===== config.mk =====
export PLATFORM = sky130hd
export DESIGN_NAME = pt_walker
export DESIGN_NICKNAME = d
export VERILOG_FILES = /design/src/rtl/ptw_pkg.sv /design/src/rtl/ptw_ctrl.sv /design/src/rtl/ptw_dpath.sv /design/src/rtl/pt_walker.sv
export SDC_FILE = /design/constraint.sdc
export NUM_CORES = 1
export LEC_CHECK = 0
export BUFFER_PORTS_ARGS = -buffer_cell sky130_fd_sc_hd__buf_4
export CAP_MARGIN = 10
export CORE_ASPECT_RATIO = 1.25
export CORE_MARGIN = 2
export CORE_UTILIZATION = 30
export CTS_CLUSTER_SIZE = 28
export DETAILED_ROUTE_END_ITERATION = 8
export SYNTH_ARGS = -nofsm -noshare
export SYNTH_HDL_FRONTEND = slang
export SYNTH_SLANG_ARGS = --single-unit

===== constraint.sdc =====
create_clock -name clk -period 30.1 [get_ports clk]
set_input_delay 0 -clock clk [delete_from_list [all_inputs] [get_ports clk]]
set_output_delay 0 -clock clk [all_outputs]
set_load 0.05 [all_outputs]

===== src/rtl/ptw_pkg.sv =====
package ptw_pkg;
  localparam int LEVELS        = 4;
  localparam int IDX_W         = 9;
  localparam int OFF_W         = 12;
  localparam int PPN_W         = 40;
  localparam int PTE_W         = 64;
  localparam int PTE_BYTES_LOG = 3;
  localparam int VA_W          = LEVELS * IDX_W + OFF_W;
  localparam int PA_W          = PPN_W + OFF_W;
  localparam int LVL_IDX_W     = $clog2(LEVELS);
  localparam int LVL_W         = $clog2(LEVELS + 1);

  // entry bit positions
  localparam int P_BIT  = 0;
  localparam int RW_BIT = 1;
  localparam int US_BIT = 2;
  localparam int A_BIT  = 5;
  localparam int D_BIT  = 6;
  localparam int PS_BIT = 7;
  localparam int XD_BIT = 63;

  localparam logic [1:0] KIND_READ  = 2'd0;
  localparam logic [1:0] KIND_WRITE = 2'd1;
  localparam logic [1:0] KIND_FETCH = 2'd2;

  localparam logic [2:0] FLT_NONE    = 3'd0;
  localparam logic [2:0] FLT_ABSENT  = 3'd1;
  localparam logic [2:0] FLT_WRITE   = 3'd2;
  localparam logic [2:0] FLT_USER    = 3'd3;
  localparam logic [2:0] FLT_EXEC    = 3'd4;
  localparam logic [2:0] FLT_BIGPAGE = 3'd5;

  typedef struct packed {
    logic latchReq;
    logic latchPte;
    logic wbAdvance;
    logic selWb;
  } ctlStrobes_t;

  typedef struct packed {
    logic walkFault;
    logic lastLevel;
    logic wbNeed;
    logic wbDone;
  } dpStatus_t;
endpackage


===== src/rtl/ptw_ctrl.sv =====
module ptw_ctrl
  import ptw_pkg::*;
(
  input  logic        clk,
  input  logic        rstN,
  input  logic        reqValid,
  input  logic        memReqReady,
  input  logic        memRespValid,
  input  dpStatus_t   st,
  output ctlStrobes_t ctl,
  output logic        reqReady,
  output logic        memReqValid,
  output logic        memReqWrite,
  output logic        doneValid
);
  typedef enum logic [2:0] {
    S_IDLE, S_RD, S_RDW, S_WBSCAN, S_WB, S_WBW, S_DONE
  } state_e;

  state_e state, nextState;

  always_ff @(posedge clk) begin
    if (!rstN) state <= S_IDLE;
    else       state <= nextState;
  end

  always_comb begin
    nextState   = state;
    ctl         = '0;
    reqReady    = 1'b0;
    memReqValid = 1'b0;
    memReqWrite = 1'b0;
    doneValid   = 1'b0;
    unique case (state)
      S_IDLE: begin
        reqReady = 1'b1;
        if (reqValid) begin
          ctl.latchReq = 1'b1;
          nextState    = S_RD;
        end
      end
      S_RD: begin
        memReqValid = 1'b1;
        if (memReqReady) nextState = S_RDW;
      end
      S_RDW: begin
        if (memRespValid) begin
          ctl.latchPte = 1'b1;
          if (st.walkFault)      nextState = S_DONE;
          else if (st.lastLevel) nextState = S_WBSCAN;
          else                   nextState = S_RD;
        end
      end
      S_WBSCAN: begin
        if (st.wbDone)      nextState = S_DONE;
        else if (st.wbNeed) nextState = S_WB;
        else                ctl.wbAdvance = 1'b1;
      end
      S_WB: begin
        ctl.selWb   = 1'b1;
        memReqValid = 1'b1;
        memReqWrite = 1'b1;
        if (memReqReady) nextState = S_WBW;
      end
      S_WBW: begin
        ctl.selWb = 1'b1;
        if (memRespValid) begin
          ctl.wbAdvance = 1'b1;
          nextState     = S_WBSCAN;
        end
      end
      S_DONE: begin
        doneValid = 1'b1;
        nextState = S_IDLE;
      end
      default: nextState = S_IDLE;
    endcase
  end

  assert_done_pulse_R10: assert property (@(posedge clk) disable iff (!rstN)
    doneValid |=> (!doneValid && reqReady));

  assert_idle_quiet_R10: assert property (@(posedge clk) disable iff (!rstN)
    reqReady |-> !memReqValid);
endmodule


===== src/rtl/ptw_dpath.sv =====
module ptw_dpath
  import ptw_pkg::*;
(
  input  logic              clk,
  input  logic              rstN,
  input  ctlStrobes_t       ctl,
  output dpStatus_t         st,
  input  logic [VA_W-1:0]   reqVaddr,
  input  logic [1:0]        reqKind,
  input  logic              reqUser,
  input  logic [PPN_W-1:0]  rootBase,
  input  logic [PTE_W-1:0]  memRespData,
  output logic [PA_W-1:0]   memReqAddr,
  output logic [PTE_W-1:0]  memReqWdata,
  output logic [PA_W-1:0]   donePaddr,
  output logic [2:0]        doneFault,
  output logic [LVL_W-1:0]  doneLevel
);
  logic [VA_W-1:0]      vaddrQ;
  logic [1:0]           kindQ;
  logic                 userQ;
  logic [LVL_IDX_W-1:0] lvlQ;
  logic [PPN_W-1:0]     baseQ;
  logic [PTE_W-1:0]     pteQ  [LEVELS];
  logic [PA_W-1:0]      addrQ [LEVELS];
  logic [LVL_W-1:0]     wbIdxQ;
  logic [2:0]           faultQ;

  logic [IDX_W-1:0]     curIdx;
  logic [PA_W-1:0]      readAddr;
  logic [2:0]           checkCode;
  logic [LVL_IDX_W-1:0] wbSel;
  logic [PTE_W-1:0]     wbPte;
  logic                 wbDirty;

  // index of the current level, most significant field first
  always_comb begin
    curIdx = vaddrQ[OFF_W + IDX_W * (LEVELS - 1 - int'(lvlQ)) +: IDX_W];
  end
  assign readAddr = {baseQ, curIdx, {PTE_BYTES_LOG{1'b0}}};

  // per-level entry check, priority encoded
  always_comb begin
    if (!memRespData[P_BIT])
      checkCode = FLT_ABSENT;
    else if (lvlQ == '0 && memRespData[PS_BIT])
      checkCode = FLT_BIGPAGE;
    else if (kindQ == KIND_WRITE && !memRespData[RW_BIT])
      checkCode = FLT_WRITE;
    else if (userQ && !memRespData[US_BIT])
      checkCode = FLT_USER;
    else if (kindQ == KIND_FETCH && memRespData[XD_BIT])
      checkCode = FLT_EXEC;
    else
      checkCode = FLT_NONE;
  end

  assign wbSel   = wbIdxQ[LVL_IDX_W-1:0];
  assign wbPte   = pteQ[wbSel];
  assign wbDirty = (wbSel == LVL_IDX_W'(LEVELS - 1)) && (kindQ == KIND_WRITE);

  always_comb begin
    st.walkFault = (checkCode != FLT_NONE);
    st.lastLevel = (lvlQ == LVL_IDX_W'(LEVELS - 1));
    st.wbDone    = (wbIdxQ == LVL_W'(LEVELS));
    st.wbNeed    = !st.wbDone && (!wbPte[A_BIT] || (wbDirty && !wbPte[D_BIT]));
  end

  always_ff @(posedge clk) begin
    if (!rstN) begin
      vaddrQ <= '0;
      kindQ  <= KIND_READ;
      userQ  <= 1'b0;
      lvlQ   <= '0;
      baseQ  <= '0;
      wbIdxQ <= '0;
      faultQ <= FLT_NONE;
      for (int i = 0; i < LEVELS; i++) begin
        pteQ[i]  <= '0;
        addrQ[i] <= '0;
      end
    end else begin
      if (ctl.latchReq) begin
        vaddrQ <= reqVaddr;
        kindQ  <= reqKind;
        userQ  <= reqUser;
        lvlQ   <= '0;
        baseQ  <= rootBase;
        wbIdxQ <= '0;
        faultQ <= FLT_NONE;
      end
      if (ctl.latchPte) begin
        pteQ[lvlQ]  <= memRespData;
        addrQ[lvlQ] <= readAddr;
        if (st.walkFault) begin
          faultQ <= checkCode;
        end else if (!st.lastLevel) begin
          lvlQ  <= lvlQ + 1'b1;
          baseQ <= memRespData[OFF_W +: PPN_W];
        end
      end
      if (ctl.wbAdvance) wbIdxQ <= wbIdxQ + 1'b1;
    end
  end

  assign memReqAddr  = ctl.selWb ? addrQ[wbSel] : readAddr;
  assign memReqWdata = wbPte | (PTE_W'(1) << A_BIT) | (wbDirty ? (PTE_W'(1) << D_BIT) : '0);
  assign doneFault   = faultQ;
  assign doneLevel   = LVL_W'(lvlQ) + LVL_W'(1);
  assign donePaddr   = (faultQ == FLT_NONE) ?
                       {pteQ[LEVELS-1][OFF_W +: PPN_W], vaddrQ[OFF_W-1:0]} : '0;

  assert_level_step_R1: assert property (@(posedge clk) disable iff (!rstN)
    (ctl.latchPte && !st.walkFault && !st.lastLevel) |=> (lvlQ == $past(lvlQ) + 1'b1));

  assert_no_write_on_fault_R9: assert property (@(posedge clk) disable iff (!rstN)
    ctl.selWb |-> (faultQ == FLT_NONE));
endmodule


===== src/rtl/pt_walker.sv =====
module pt_walker
  import ptw_pkg::*;
(
  input  logic              clk,
  input  logic              rstN,
  input  logic              reqValid,
  output logic              reqReady,
  input  logic [VA_W-1:0]   reqVaddr,
  input  logic [1:0]        reqKind,
  input  logic              reqUser,
  input  logic [PPN_W-1:0]  rootBase,
  output logic              memReqValid,
  input  logic              memReqReady,
  output logic              memReqWrite,
  output logic [PA_W-1:0]   memReqAddr,
  output logic [PTE_W-1:0]  memReqWdata,
  input  logic              memRespValid,
  input  logic [PTE_W-1:0]  memRespData,
  output logic              doneValid,
  output logic [PA_W-1:0]   donePaddr,
  output logic [2:0]        doneFault,
  output logic [LVL_W-1:0]  doneLevel
);
  ctlStrobes_t ctl;
  dpStatus_t   st;

  ptw_ctrl u_ctrl (
    .clk, .rstN, .reqValid, .memReqReady, .memRespValid,
    .st, .ctl, .reqReady, .memReqValid, .memReqWrite, .doneValid
  );

  ptw_dpath u_dpath (
    .clk, .rstN, .ctl, .st, .reqVaddr, .reqKind, .reqUser, .rootBase,
    .memRespData, .memReqAddr, .memReqWdata, .donePaddr, .doneFault, .doneLevel
  );

  assert_req_hold_R10: assert property (@(posedge clk) disable iff (!rstN)
    (memReqValid && !memReqReady) |=> (memReqValid && $stable(memReqAddr) && $stable(memReqWrite)));

  assert_wdata_accessed_R8: assert property (@(posedge clk) disable iff (!rstN)
    (memReqValid && memReqWrite) |-> memReqWdata[A_BIT]);

  assert_fault_paddr_zero_R7: assert property (@(posedge clk) disable iff (!rstN)
    (doneValid && doneFault != FLT_NONE) |-> (donePaddr == '0));
endmodule


* Yosys cells after proc, flatten, opt, wreduce, memory -nomap -nowiden
Memory sizes are Yosys's and may differ from the RTL's. A register that Yosys moved wholly into a read port is not among the register bits.
Index checks and enable logic that the tools add are counted.
** Storage, ports and cells
- Output and inout port bits :: 178
- Memories :: 2
- Logic and storage cells :: 115
- RAM bits :: 452
- Flip-flop bits (word level) :: 102
- Bits of input ports :: 160
** Operators by class
- Reduce and logical (&&, ||, !) cells :: 23
- Multipliers :: 1
- Bitwise operators :: 1
- Shift operators :: 1
- Equal/unequal tests :: 17
- Add/sub/neg operators :: 5
- Mux-type cells :: 57
** Memories
- u_dpath.pteQ :: words 4, bits a word 64, rd ports 2, clocked after memory_dff 1, wr ports 4, RTL line ptw_dpath.sv:24 : logic [PTE_W-1:0] pteQ [LEVELS];
- u_dpath.addrQ :: words 4, bits a word 49, rd ports 1, clocked after memory_dff 1, wr ports 4, RTL line ptw_dpath.sv:25 : logic [PA_W-1:0] addrQ [LEVELS];
** Operators by type and width (count)
- $mux W40 :: 4
- $mux W52 :: 2
- $mux W64 :: 1
- $or A64 B64 Y64 :: 1
- $reduce_or A64 Y1 :: 1
- $mux W3 :: 18
- $mux W49 :: 1
- $reduce_or A49 Y1 :: 1
- $shiftx A48 B32 Y9 :: 1
- $add A5 B32 Y32 const A :: 1
- $mul A5 B32 Y32 const A :: 1
- $mux W2 :: 11
- $pmux W3 S6 :: 1
- $mux W1 :: 17
- $eq A3 B3 Y1 const B :: 4
- $ne A2 B2 Y1 const B :: 5
- $logic_and A1 B1 Y1 :: 7
- $mux W7 :: 1
- $eq A2 B2 Y1 const B :: 3
- $eq A3 B2 Y1 const B :: 2
- $logic_not A3 Y1 :: 2
- $reduce_and A6 Y1 :: 1
- $logic_not A1 Y1 :: 5
- $reduce_or A2 Y1 :: 2
- 12 further kinds :: 12

* Logic depth before layout (Yosys ltp)
- Depth after elaboration :: 11
- Gate-level depth with buffers :: 10

* By module
From an unflattened synthesis, not the netlist that was laid out.
** Second synthesis, totals
- Cell total of the unflattened synthesis :: 1808
- Area total of the unflattened synthesis :: 25821.0 um^2
** Modules (own cells, without submodules)
- ptw_dpath :: times used 1, area each 25490.7 um^2, cells an instance 1766, seq. area each 15595.0 um^2
- ptw_ctrl :: times used 1, area each 330.3 um^2, cells an instance 42, seq. area each 60.1 um^2

* Worst setup path after synthesis
Ideal clock, no wire load.
- Kind :: reg2reg
- Start point :: reg u_dpath.lvlQ[0]
- End point :: mem u_dpath.addrQ[3][0] (netlist bit), enable pin
- Arrival time :: 9.427 ns
- Library setup time :: 0.751 ns
- Setup slack :: 19.923 ns
- Cell stages (with the launch flop) :: 5
- Cell sequence :: dfxtp_1 > buf_4 > buf_4 > inv_1 > o31ai_1
** RTL lines
- start, declared :: RTL line ptw_dpath.sv:22 : logic [LVL_IDX_W-1:0] lvlQ;
- start signal, assigned :: RTL line ptw_dpath.sv:98 : lvlQ <= lvlQ + 1'b1;
- end, declared :: RTL line ptw_dpath.sv:25

==> flow_summary.json <==
{
  "synth_edf_count": 452,
  "synth_compound_area_share_pct": 4.224,
  "synthesis.area_um2": 24670,
  "avgRoutedWirePerCell_um": 21.27,
  "path_clk_slew_ns": 0.06,
  "fill_cells": 7732,
  "async_flop_share_pct": 0,
  "ys_warn_count": 0,
  "synthAdderAreaFrac_pct": 0.2028,
  "regArea_um2": 15660,
  "path_delay_family": "buffers and inverters",
  "dieArea_um2": 84570,
  "finalMaxSlewViolations": 0,
  "cts_root_buffer": "clkbuf_16",
  "crit_chain": "buf_4 > buf_4 > mux4_2 > nand2_1 > nand2_1 > buf_4",
  "hold_violations": 0,
  "vias": 17762,
  "peakVddDrop_uv": 43.78,
  "p_total_uw": 2050,
  "setup_viol": 0,
  "antenna_found_initial": 6,
  "synth_top_family_by_area": "simple AND/OR/NAND/NOR gates",
  "gp_congestion": 0.8129,
  "maxCapViolCount": 0,
  "cts_hold_buf": 200,
  "slew_headroom_pct": 18.81,
  "cts_resized": 0,
  "finalCritPeriodShare_pct": 14.18,
  "drive_gt1_share_pct": 24.25,
  "layout_commonest_cell": "edfxtp_1",
  "grt_pass1_wl_mm": 115.1,
  "rows": 117,
  "outcome": "finished, final reports clean",
  "post-route-util_pct": 39.31,
  "syn2layout_area_growth_pct": 29.69,
  "core_area_um2": 81390,
  "ys_seq_area_share_pct": 63.45,
  "cts_sinks": 556,
  "critPathKind": "flop to output pin",
  "worst_skew_pair.late_latency_ns": 0.62,
  "routed_wirelength_mm": 76.94,
  "die_x_um": 260.5,
  "yosys.area_share.xor_xnor_pct": 0.03550,
  "track_usage_pct": 17.97,
  "syn_area_per_cell_um2": 12.15,
  "synth_cells": 2030,
  "rsz0062_at_grt": "false",
  "die_y_um": 324.6,
  "cts_tree": "built",
  "io_pins": 338,
  "arrival_ns": 4.27,
  "avgViaCountPerCell": 4.911,
  "fin_worst_skew_ns": 0.01352,
  "tightest_slew_ns": 1.218,
  "route.detailed.drc": 0,
  "numCtsBuffers": 55,
  "multi_input_area_um2": 8055,
  "final_nets": 2661,
  "power-per-cell-area_nw_per_um2": 64.08,
  "synthMuxAreaShare_pct": 12.72,
  "clock.fmax_ghz": 0.2343,
  "drt_iter0_drc": 1422,
  "first_global_vias": 18962,
  "critPathBufInv": 3,
  "htree_levels": 2,
  "postCtsSetupBuffers": 0,
  "whs_ns": 0.04527,
  "start_util_pct": 30.31,
  "critPathMaxFanout": 45,
  "required_ns": 30.10,
  "post-dp-hpwl_mm": 45.16,
  "ant_nets": 0,
  "grt_overflow_total": 0,
  "cp-start-kind": "flop",
  "crit_path_end_kind": "output pin",
  "synth-simple-area-share_pct": 15.01,
  "post-route-min-period_ns": 4.268,
  "hp-class": "input pin to flop",
  "ys_ff_latch": 556,
  "ys_dominant_reg_cell": "edfxtp_1",
  "io_buffers": 333,
  "cp_slowest_cell": "buf_4",
  "grt_max_degree": 105,
  "drtPass1Iterations": 5,
  "p_leak_uw": 0.01266,
  "synth_cell_types": 57,
  "final_cell_mix": "edfxtp_1 (452), nand2_1 (418), nor2_1 (364), buf_4 (356), dlygate4sd3_1 (200)",
  "clk_path_buf_depth": 3,
  "cpMostUsedCell": "buf_4",
  "fin_tns_setup_ns": 0,
  "worst_path_largest_cell_delay_ns": 0.90
}
[path summary, 6_finish.rpt]
kind,startpoint,to,slack [ns],cells after the start
max,flop,memReqAddr[15],25.83,6
min,reqValid,u_dpath.vaddrQ[22],0.05,4
max reg2reg,u_ctrl.state[1],u_dpath.pteQ[1][4],25.90,5
min reg2reg,u_dpath.vaddrQ[3],u_dpath.vaddrQ[3],0.46,2
[per-layer routing]
layer	global-route usage [%]	part of all wire (%)
met5	0	0.040
met4	6.025	3.0
met3	3.558	7.2
met2	31.05	50
met1	22.34	40
[flip-flops by register name (all words and copies together) (netlist names), named ones only]
| signal | flops |
|---|---|
| u_dpath.pteQ | 256 |
| u_dpath.addrQ | 196 |
| u_dpath.vaddrQ | 48 |
| u_dpath.baseQ | 40 |
| u_ctrl.state | 3 |
| u_dpath.doneFault | 3 |
| u_dpath.wbIdxQ | 3 |
| u_dpath.kindQ | 2 |
| u_dpath.lvlQ | 2 |
| u_dpath.userQ | 1 |
[cell usage after synthesis (41+ instances only)]
cell type / count / share of area (%)
a21oi_1: 64 / 1.3
a311oi_1: 41 / 1.5
and2_1: 54 / 1.4
buf_2: 44 / 0.89
clkbuf_1: 69 / 1.0
dfxtp_1: 104 / 8.4
edfxtp_1: 452 / 55
inv_1: 110 / 1.7
mux4_2: 134 / 12
nand2_1: 424 / 6.5
nor2_1: 364 / 5.5
nor3_1: 41 / 0.83
[cells by family (layout without fill, tap and decap cells)]
logic type / count (synthesis) / count (layout)
buf+inv: 262 / 774
simple gates: 913 / 913
other cells: 2 / 6
compound gates: 147 / 147
fa+ha+maj: 4 / 4
xor+xnor: 1 / 1
flops: 556 / 556
mux: 145 / 145
[stage by stage]
step	setup slack, ns	std cells	instance area, µm²
after floorplan	19.92	2032	24680
after global routing	25.40	3617	32000
after global placement	25.94	3311	28180
after CTS	25.61	3615	31990
after detailed placement	25.84	3311	28180
final	25.83	3617	32000
[cell type report]
class	count	area share, %
repair buffers	557	14.67
clock inverters	26	0.8407
multi-input cells	1214	25.17
diodes	2	0.01564
clock buffers	78	4.829
well taps	1071	4.188
inverters	113	1.333
flip-flops and latches	556	48.95
[worst register-to-register path, delay by kind of cell, from the launching register on]
kind,cells,cell delay (ns)
buffers and inverters,1,0.91
DFF,1,0.61
and+or+nand+nor,4,2.23
[power breakdown]
part / leakage (µW) / internal (µW) / switching (µW)
Combinational: 0.00626 / 147 / 288
Clock: 0.000884 / 394 / 307
Sequential: 0.00552 / 881 / 33.6
Total: 0.0127 / 1420 / 628
No activity file was read; power rests on OpenSTA's default activity.
